`config.mk`:
```
export PLATFORM = sky130hd
export DESIGN_NAME = acc8_core
export DESIGN_NICKNAME = d
export VERILOG_FILES = /design/src/rtl/acc8_pkg.sv /design/src/rtl/acc8_decode.sv /design/src/rtl/acc8_code_mem.sv /design/src/rtl/acc8_data_mem.sv /design/src/rtl/acc8_core.sv
export SDC_FILE = /design/constraint.sdc
export NUM_CORES = 2
export LEC_CHECK = 0
export BUFFER_PORTS_ARGS = -buffer_cell sky130_fd_sc_hd__buf_2
export CAP_MARGIN = 20
export CELL_PAD_IN_SITES_DETAIL_PLACEMENT = 0
export CELL_PAD_IN_SITES_GLOBAL_PLACEMENT = 1
export CORE_ASPECT_RATIO = 1.25
export CORE_UTILIZATION = 40
export CTS_BUF_LIST = sky130_fd_sc_hd__clkbuf_8
export CTS_CLUSTER_SIZE = 20
export DETAILED_ROUTE_END_ITERATION = 8
export PLACE_DENSITY_LB_ADDON = 0.1
export REMOVE_ABC_BUFFERS = 1
export SLEW_MARGIN = 10
export SYNTH_ARGS = -nofsm -noshare
export SYNTH_HDL_FRONTEND = slang
export SYNTH_SLANG_ARGS = --single-unit
export TNS_END_PERCENT = 10
```
`constraint.sdc`:
```
create_clock -name clk -period 18.3 [get_ports clk]
set_input_delay 3.66 -clock clk [delete_from_list [all_inputs] [get_ports clk]]
set_output_delay 3.66 -clock clk [all_outputs]
set_load 0.01 [all_outputs]
```
`src/rtl/acc8_pkg.sv`:
```
`timescale 1ns/1ps
package acc8_pkg;
  localparam int W = 8;

  typedef enum logic [3:0] {
    K_NOP, K_LD, K_ST, K_IMM, K_JMP, K_EXU, K_COPY, K_SETC,
    K_RST, K_CLD, K_ZERO, K_SWAP, K_PRDY, K_PRD, K_PWR
  } kind_e;

  typedef struct packed {
    kind_e      kind;
    logic       sel;   // register select / copy direction / flag value
    logic       hi;    // nibble select for immediates
    logic       cond;  // jump gated by flag
    logic [3:0] fld;   // data address or immediate
  } dec_t;
endpackage

```
`src/rtl/acc8_decode.sv`:
```
`timescale 1ns/1ps
module acc8_decode
  import acc8_pkg::*;
(
  input  logic [7:0] instr,
  output dec_t       dec
);
  always_comb begin
    dec.kind = K_NOP;
    dec.sel  = instr[0];
    dec.hi   = 1'b0;
    dec.cond = 1'b0;
    dec.fld  = instr[3:0];
    casez (instr)
      8'b00??????: begin
        dec.kind = instr[5] ? K_ST : K_LD;
        dec.sel  = instr[4];
      end
      8'b01??????: begin
        dec.kind = K_IMM;
        dec.hi   = instr[5];
        dec.sel  = instr[4];
      end
      8'b100000??: begin
        dec.kind = K_JMP;
        dec.sel  = instr[1];
        dec.cond = instr[0];
      end
      8'b100001??, 8'b101?????, 8'b110?????, 8'b1110????, 8'b1111101?:
        dec.kind = K_EXU;
      8'b1001????: dec.kind = K_NOP;
      8'b1111000?: dec.kind = K_COPY;
      8'b1111001?: dec.kind = K_SETC;
      8'b11110100: dec.kind = K_NOP;
      8'b11110101: dec.kind = K_RST;
      8'b1111011?: dec.kind = K_CLD;
      8'b1111100?: dec.kind = K_ZERO;
      8'b11111100: dec.kind = K_SWAP;
      8'b11111101: dec.kind = K_PRDY;
      8'b11111110: dec.kind = K_PRD;
      8'b11111111: dec.kind = K_PWR;
      default:     dec.kind = K_NOP;
    endcase
  end
endmodule

```
`src/rtl/acc8_code_mem.sv`:
```
`timescale 1ns/1ps
module acc8_code_mem #(
  parameter int AW = 8,
  parameter int W  = 8
) (
  input  logic          clk,
  input  logic          we,
  input  logic [AW-1:0] waddr,
  input  logic [W-1:0]  wdata,
  input  logic [AW-1:0] fetch_addr,
  output logic [W-1:0]  fetch_data,
  input  logic [AW-1:0] tbl_addr,
  output logic [W-1:0]  tbl_data
);
  localparam int DEPTH = 1 << AW;
  logic [W-1:0] store_q [DEPTH];

  always_ff @(posedge clk) begin
    if (we) store_q[waddr] <= wdata;
  end

  assign fetch_data = store_q[fetch_addr];
  assign tbl_data   = store_q[tbl_addr];
endmodule

```
`src/rtl/acc8_data_mem.sv`:
```
`timescale 1ns/1ps
module acc8_data_mem #(
  parameter int AW = 4,
  parameter int W  = 8
) (
  input  logic          clk,
  input  logic          run_n,
  input  logic          clr,
  input  logic          we,
  input  logic [AW-1:0] addr,
  input  logic [W-1:0]  wdata,
  output logic [W-1:0]  rdata
);
  localparam int DEPTH = 1 << AW;
  logic [W-1:0] cell_q [DEPTH];

  for (genvar i = 0; i < DEPTH; i++) begin : g_cell
    always_ff @(posedge clk or negedge run_n) begin
      if (!run_n)                          cell_q[i] <= '0;
      else if (clr)                        cell_q[i] <= '0;
      else if (we && addr == AW'(i))       cell_q[i] <= wdata;
    end
  end

  assign rdata = cell_q[addr];
endmodule

```
`src/rtl/acc8_core.sv`:
```
`timescale 1ns/1ps
module acc8_core
  import acc8_pkg::*;
#(
  parameter int CODE_AW = 8,
  parameter int DATA_AW = 4
) (
  input  logic               clk,
  input  logic               rst_n,
  input  logic               pl_we,
  input  logic [CODE_AW-1:0] pl_addr,
  input  logic [W-1:0]       pl_data,
  output logic               exu_req,
  output logic [W-1:0]       exu_op,
  output logic [W-1:0]       exu_a,
  output logic [W-1:0]       exu_b,
  output logic               exu_cin,
  input  logic [W-1:0]       exu_r0,
  input  logic [W-1:0]       exu_r1,
  input  logic               exu_cout,
  input  logic               exu_we0,
  input  logic               exu_we1,
  input  logic               exu_wec,
  input  logic               in_valid,
  input  logic [W-1:0]       in_data,
  output logic               in_ready,
  output logic               out_valid,
  output logic [W-1:0]       out_data
);
  // reset: asserted at once, released after two clock edges
  logic [1:0] rsync_q;
  logic       run_n;

  always_ff @(posedge clk or negedge rst_n) begin
    if (!rst_n) rsync_q <= 2'b00;
    else        rsync_q <= {rsync_q[0], 1'b1};
  end
  assign run_n = rsync_q[1];

  // architectural state
  logic [CODE_AW-1:0] ip_q, ip_d;
  logic [W-1:0]       r0_q, r0_d, r1_q, r1_d;
  logic               c_q, c_d;
  logic               ov_q, ov_d;
  logic [W-1:0]       od_q, od_d;

  logic [W-1:0]       instr, tbl_byte, dm_rdata, dm_wdata;
  logic               dm_we, dm_clr;
  dec_t               dec;
  logic [W-1:0]       sel_reg, nib_val;

  acc8_code_mem #(.AW(CODE_AW), .W(W)) u_code (
    .clk        (clk),
    .we         (pl_we),
    .waddr      (pl_addr),
    .wdata      (pl_data),
    .fetch_addr (ip_q),
    .fetch_data (instr),
    .tbl_addr   (r0_q[CODE_AW-1:0]),
    .tbl_data   (tbl_byte)
  );

  acc8_decode u_dec (
    .instr (instr),
    .dec   (dec)
  );

  acc8_data_mem #(.AW(DATA_AW), .W(W)) u_data (
    .clk   (clk),
    .run_n (run_n),
    .clr   (dm_clr),
    .we    (dm_we),
    .addr  (dec.fld[DATA_AW-1:0]),
    .wdata (dm_wdata),
    .rdata (dm_rdata)
  );

  assign sel_reg = dec.sel ? r1_q : r0_q;
  assign nib_val = dec.hi ? {dec.fld, sel_reg[3:0]} : {sel_reg[7:4], dec.fld};

  // next-state logic
  always_comb begin
    ip_d     = ip_q + 1'b1;
    r0_d     = r0_q;
    r1_d     = r1_q;
    c_d      = c_q;
    ov_d     = 1'b0;
    od_d     = od_q;
    dm_we    = 1'b0;
    dm_clr   = 1'b0;
    dm_wdata = sel_reg;
    in_ready = 1'b0;
    exu_req  = 1'b0;
    if (run_n) begin
      case (dec.kind)
        K_LD: begin
          if (dec.sel) r1_d = dm_rdata;
          else         r0_d = dm_rdata;
        end
        K_ST: dm_we = 1'b1;
        K_IMM: begin
          if (dec.sel) r1_d = nib_val;
          else         r0_d = nib_val;
        end
        K_JMP: begin
          if (!dec.cond || c_q) ip_d = sel_reg[CODE_AW-1:0];
        end
        K_EXU: begin
          exu_req = 1'b1;
          if (exu_we0) r0_d = exu_r0;
          if (exu_we1) r1_d = exu_r1;
          if (exu_wec) c_d  = exu_cout;
        end
        K_COPY: begin
          if (dec.sel) r0_d = r1_q;
          else         r1_d = r0_q;
        end
        K_SETC: c_d = dec.sel;
        K_RST: begin
          ip_d   = '0;
          r0_d   = '0;
          r1_d   = '0;
          c_d    = 1'b0;
          dm_clr = 1'b1;
        end
        K_CLD: begin
          if (dec.sel) r1_d = tbl_byte;
          else         r0_d = tbl_byte;
        end
        K_ZERO: begin
          if (dec.sel) r1_d = '0;
          else         r0_d = '0;
        end
        K_SWAP: begin
          r0_d = r1_q;
          r1_d = r0_q;
        end
        K_PRDY: c_d = in_valid;
        K_PRD: begin
          r0_d     = in_valid ? in_data : '0;
          in_ready = in_valid;
        end
        K_PWR: begin
          ov_d = 1'b1;
          od_d = r0_q;
        end
        default: ;
      endcase
    end
  end

  // state registers
  always_ff @(posedge clk or negedge run_n) begin
    if (!run_n) begin
      ip_q <= '0;
      r0_q <= '0;
      r1_q <= '0;
      c_q  <= 1'b0;
      ov_q <= 1'b0;
      od_q <= '0;
    end else begin
      ip_q <= ip_d;
      r0_q <= r0_d;
      r1_q <= r1_d;
      c_q  <= c_d;
      ov_q <= ov_d;
      if (ov_d) od_q <= od_d;
    end
  end

  assign exu_op    = instr;
  assign exu_a     = r0_q;
  assign exu_b     = r1_q;
  assign exu_cin   = c_q;
  assign out_valid = ov_q;
  assign out_data  = od_q;
endmodule

```
==> results.md <==
* Pwr dens at 160 mW/mm^2
* Post-synth EDFFs at 2048
* Critical Path Source: ip_q[2]$_DFF_PN0_
* Sw Share at 41.1%
* Clock latency at the later pin of the worst-skew pair at 1050 ps
* FF-to-FF setup slack at 9960 ps
* Root Buffer: clkbuf_8
* RSZ-0062 raised after global routing: false
* Final Hold Viols at 0
* Avg Vias per Cell at 6.36
* Die Wd at 459 um
* Pre-Repair DR Iteration Count at 7
* Initial drt markers at 7168
* FFs w/ async S/R, synth at 7.41%
* Fillers at 22409
* Skew final at 42.4 ps
* Setup bufs post-CTS at 0
* Ys Warns at 0
* Layout cells sized above 1 at 33.5%
* Grt ovf at 0
* GRT Total Usage at 27.9%
* P_int at 11.0 mW
* Synth Register Bits at 2212
* CTS tree: done
* Starting Density at 40.3%
* HPWL after detailed placement at 236000 um
* Maximum buffer depth of the clock tree at 4
* Top_reg_cell synth: edfxtp_1
* Setup violators final at 0
* Sink Count at 2212
* Area contributors post-synth: edfxtp_1 59%, mux4_2 23%, dfrtp_1 3.9%, mux2i_1 2.7%, nor2_1 1.7%
* Logic pwr share at 45.5%
* CTS H-tree depth at 5
* Final period util at 65.8%
* Slew Viols, Final at 0
* Fmax achieved at 0.0830 GHz
* Largest net degree at the start of global routing at 144
* Status: finished clean
* Vias post-DR at 61630
* Antenna violations before repair at 15
* Worst-path clk slew at 60 ps
* DR DRC count at 0
* Mapped cell area at 0.104 mm^2
* WL per Instance at 38.1 um
* Clock buffer count from CTS at 373
* Clock power frac at 22.7%
* CP endpoint kind: primary output
* # rows at 209
* Tightest Hold Check Type: reg2async
* Cell count after synthesis at 5627
* Slew HR at 7.34%
* Setup ws final at 6250 ps
* CTS resizes at 0
* CP startpoint kind: flip-flop
* Most frequent cells in the layout: 2048 x edfxtp_1, 1085 x mux4_2, 455 x nor2_1
* Final wirelength at 369000 um
* Die area at 0.263 mm^2
* Syn Area/Cell at 18.6 um^2
* Area Growth Syn to Fin at 11.7%
* Crit Path Class: reg2out
* Period minus WS final at 12050 ps
* Worst hold slack at 282 ps
* Top-level I/O count at 84
* Reg power frac at 31.7%
* VDD IR max at 0.180 mV
* I/O Buffers at 83
* Cell taking the most area after synthesis: edfxtp_1
* Required @ worst endpoint at 14640 ps
* Synth top area share at 58.9%
* Sw Pwr at 7.65 mW
* Worst Path Max Fanout at 80
* Pre-CTS setup slack at 7260 ps
* Leakage power at 38.0 nW
* Arrival @ worst endpoint at 8390 ps
* R2r startpoint: ip_q[0]$_DFF_PN0_
* Placed instance count at 9016
* Vias in the first global route at 63178
* Die extent in y at 573 um
* Non-Filler Instances at 9694
* Number of nets in the layout at 5967
* Max-cap violations at 0
* Library cells used by synthesis at 82
* Commonest non-fill, non-tap cell in the layout: edfxtp_1
* CTS Hold Bufs at 0
* Final GP Congestion at 0.881
* Detail Route Antenna Nets at 0
* Post-layout util at 45.0%
* Global-route wire length before repair at 513000 um
* Slew @ Worst Pin at 1390 ps
* Register area share after synthesis at 62.8%
* Core area at 0.259 mm^2
[per-stage QoR]
stage | power, mW | TNS [ps] | cell area [um^2]
3_5_place_dp | 14.5 | 0 | 110000
4_1_cts | 18.7 | 0 | 117000
2_1_floorplan | 13.6 | -1564300 | 102000
6_report | 18.6 | 0 | 117000
3_3_place_gp | 14.5 | 0 | 109000
5_1_grt | 19.2 | 0 | 117000
[power groups by stage]
stage / combinational, mW / clock, mW / sequential [mW]
3_5_place_dp: 8.47 / 0 / 6.01
6_report: 8.47 / 4.23 / 5.91
4_1_cts: 8.49 / 4.31 / 5.91
5_1_grt: 8.77 / 4.51 / 5.92
2_1_floorplan: 7.02 / 0 / 6.59
3_3_place_gp: 8.48 / 0 / 6.01
[state kept, by name, indices dropped and copies added (netlist names)]
signal          cells
u_data.cell_q     128
out_valid           1
out_data            8
exu_b               8
exu_cin             1
u_code.store_q   2048
rsync_q             2
ip_q                8
exu_a               8
[Yosys cell counts, types with 5 or more instances]
| cell | count |
|---|---|
| buf_4 | 52 |
| mux2i_1 | 277 |
| o31a_1 | 6 |
| nor4_1 | 7 |
| a21oi_1 | 59 |
| a311oi_1 | 7 |
| nor2_1 | 460 |
| mux4_2 | 1085 |
| nand3_1 | 35 |
| inv_1 | 19 |
| nor2b_1 | 27 |
| and2_1 | 9 |
| nand2b_1 | 19 |
| o31ai_1 | 11 |
| nor3_2 | 11 |
| nand3b_1 | 7 |
| a32oi_1 | 10 |
| clkbuf_1 | 216 |
| a211oi_1 | 141 |
| o221ai_1 | 11 |
| a31oi_1 | 17 |
| o21ai_0 | 44 |
| buf_1 | 70 |
| buf_6 | 12 |
| or3_1 | 26 |
| mux2_1 | 7 |
| nor3_1 | 31 |
| mux2_2 | 64 |
| a22o_1 | 19 |
| nand2_1 | 127 |
| clkinv_1 | 7 |
| a22oi_1 | 99 |
| edfxtp_1 | 2048 |
| a21boi_0 | 10 |
| nand4_1 | 13 |
| o311ai_0 | 6 |
| o211ai_1 | 15 |
| and3_1 | 22 |
| o22ai_1 | 129 |
| a222oi_1 | 10 |
| a221oi_1 | 18 |
| dfrtp_1 | 164 |
| nor4_4 | 5 |
| buf_2 | 124 |
[final timing paths]
path,endpoint,cells after the start
setup / recovery,in_ready,16
hold / removal,exu_a[6]$_DFFE_PN0P_,0
setup reg to reg,u_data.cell_q[88]$_DFFE_PN0P_,14
hold reg to reg,exu_a[6]$_DFFE_PN0P_,0
max in group asynchronous,rsync_q[1]$_DFF_PN0_,1
min in group clk,rsync_q[1]$_DFF_PN0_,0
[layout make-up]
cell class	count	area, um^2	area share (%)
antenna	6	15.0	0.0129
clock buffer	385	5300	4.54
clock inverter	279	1530	1.31
inverter	30	114	0.0976
multi-input combinational	2911	36600	31.4
sequential	2212	65600	56.3
tap	3481	4360	3.73
timing repair buffer	390	3030	2.60
[worst max-delay path, stage by stage (launching register included)]
cell and delay [ps]:
dfrtp_4 650, buf_12 470, buf_12 460, buf_4 820
mux4_2 380, a22oi_1 80, a21oi_1 380, a31oi_1 200
o22ai_1 760, a221oi_2 190, buf_4 300, inv_1 290
nand2_1 500, or3_1 620, nor4b_2 660, and2_1 220
buf_2 130
[cell families after synthesis]
family | after synthesis | synth area share (%)
compound gates | 652 | 4.48
xor+xnor | 6 | 0.0503
fa+ha+maj | 1 | 0.0120
buf+inv | 504 | 2.23
flops | 2212 | 62.8
mux | 1433 | 26.8
other cells | 1 | 0.00359
simple gates | 818 | 3.58
[per-layer routing]
metal / routed length, um / global-route usage, % / part of all wire (%)
met5: 46 / 0 / 0.012
met2: 183000 / 46.4 / 49
met1: 145000 / 36.7 / 39
met3: 25100 / 4.40 / 6.8
met4: 16000 / 10.8 / 4.3
(Power assumes the default switching activity.)
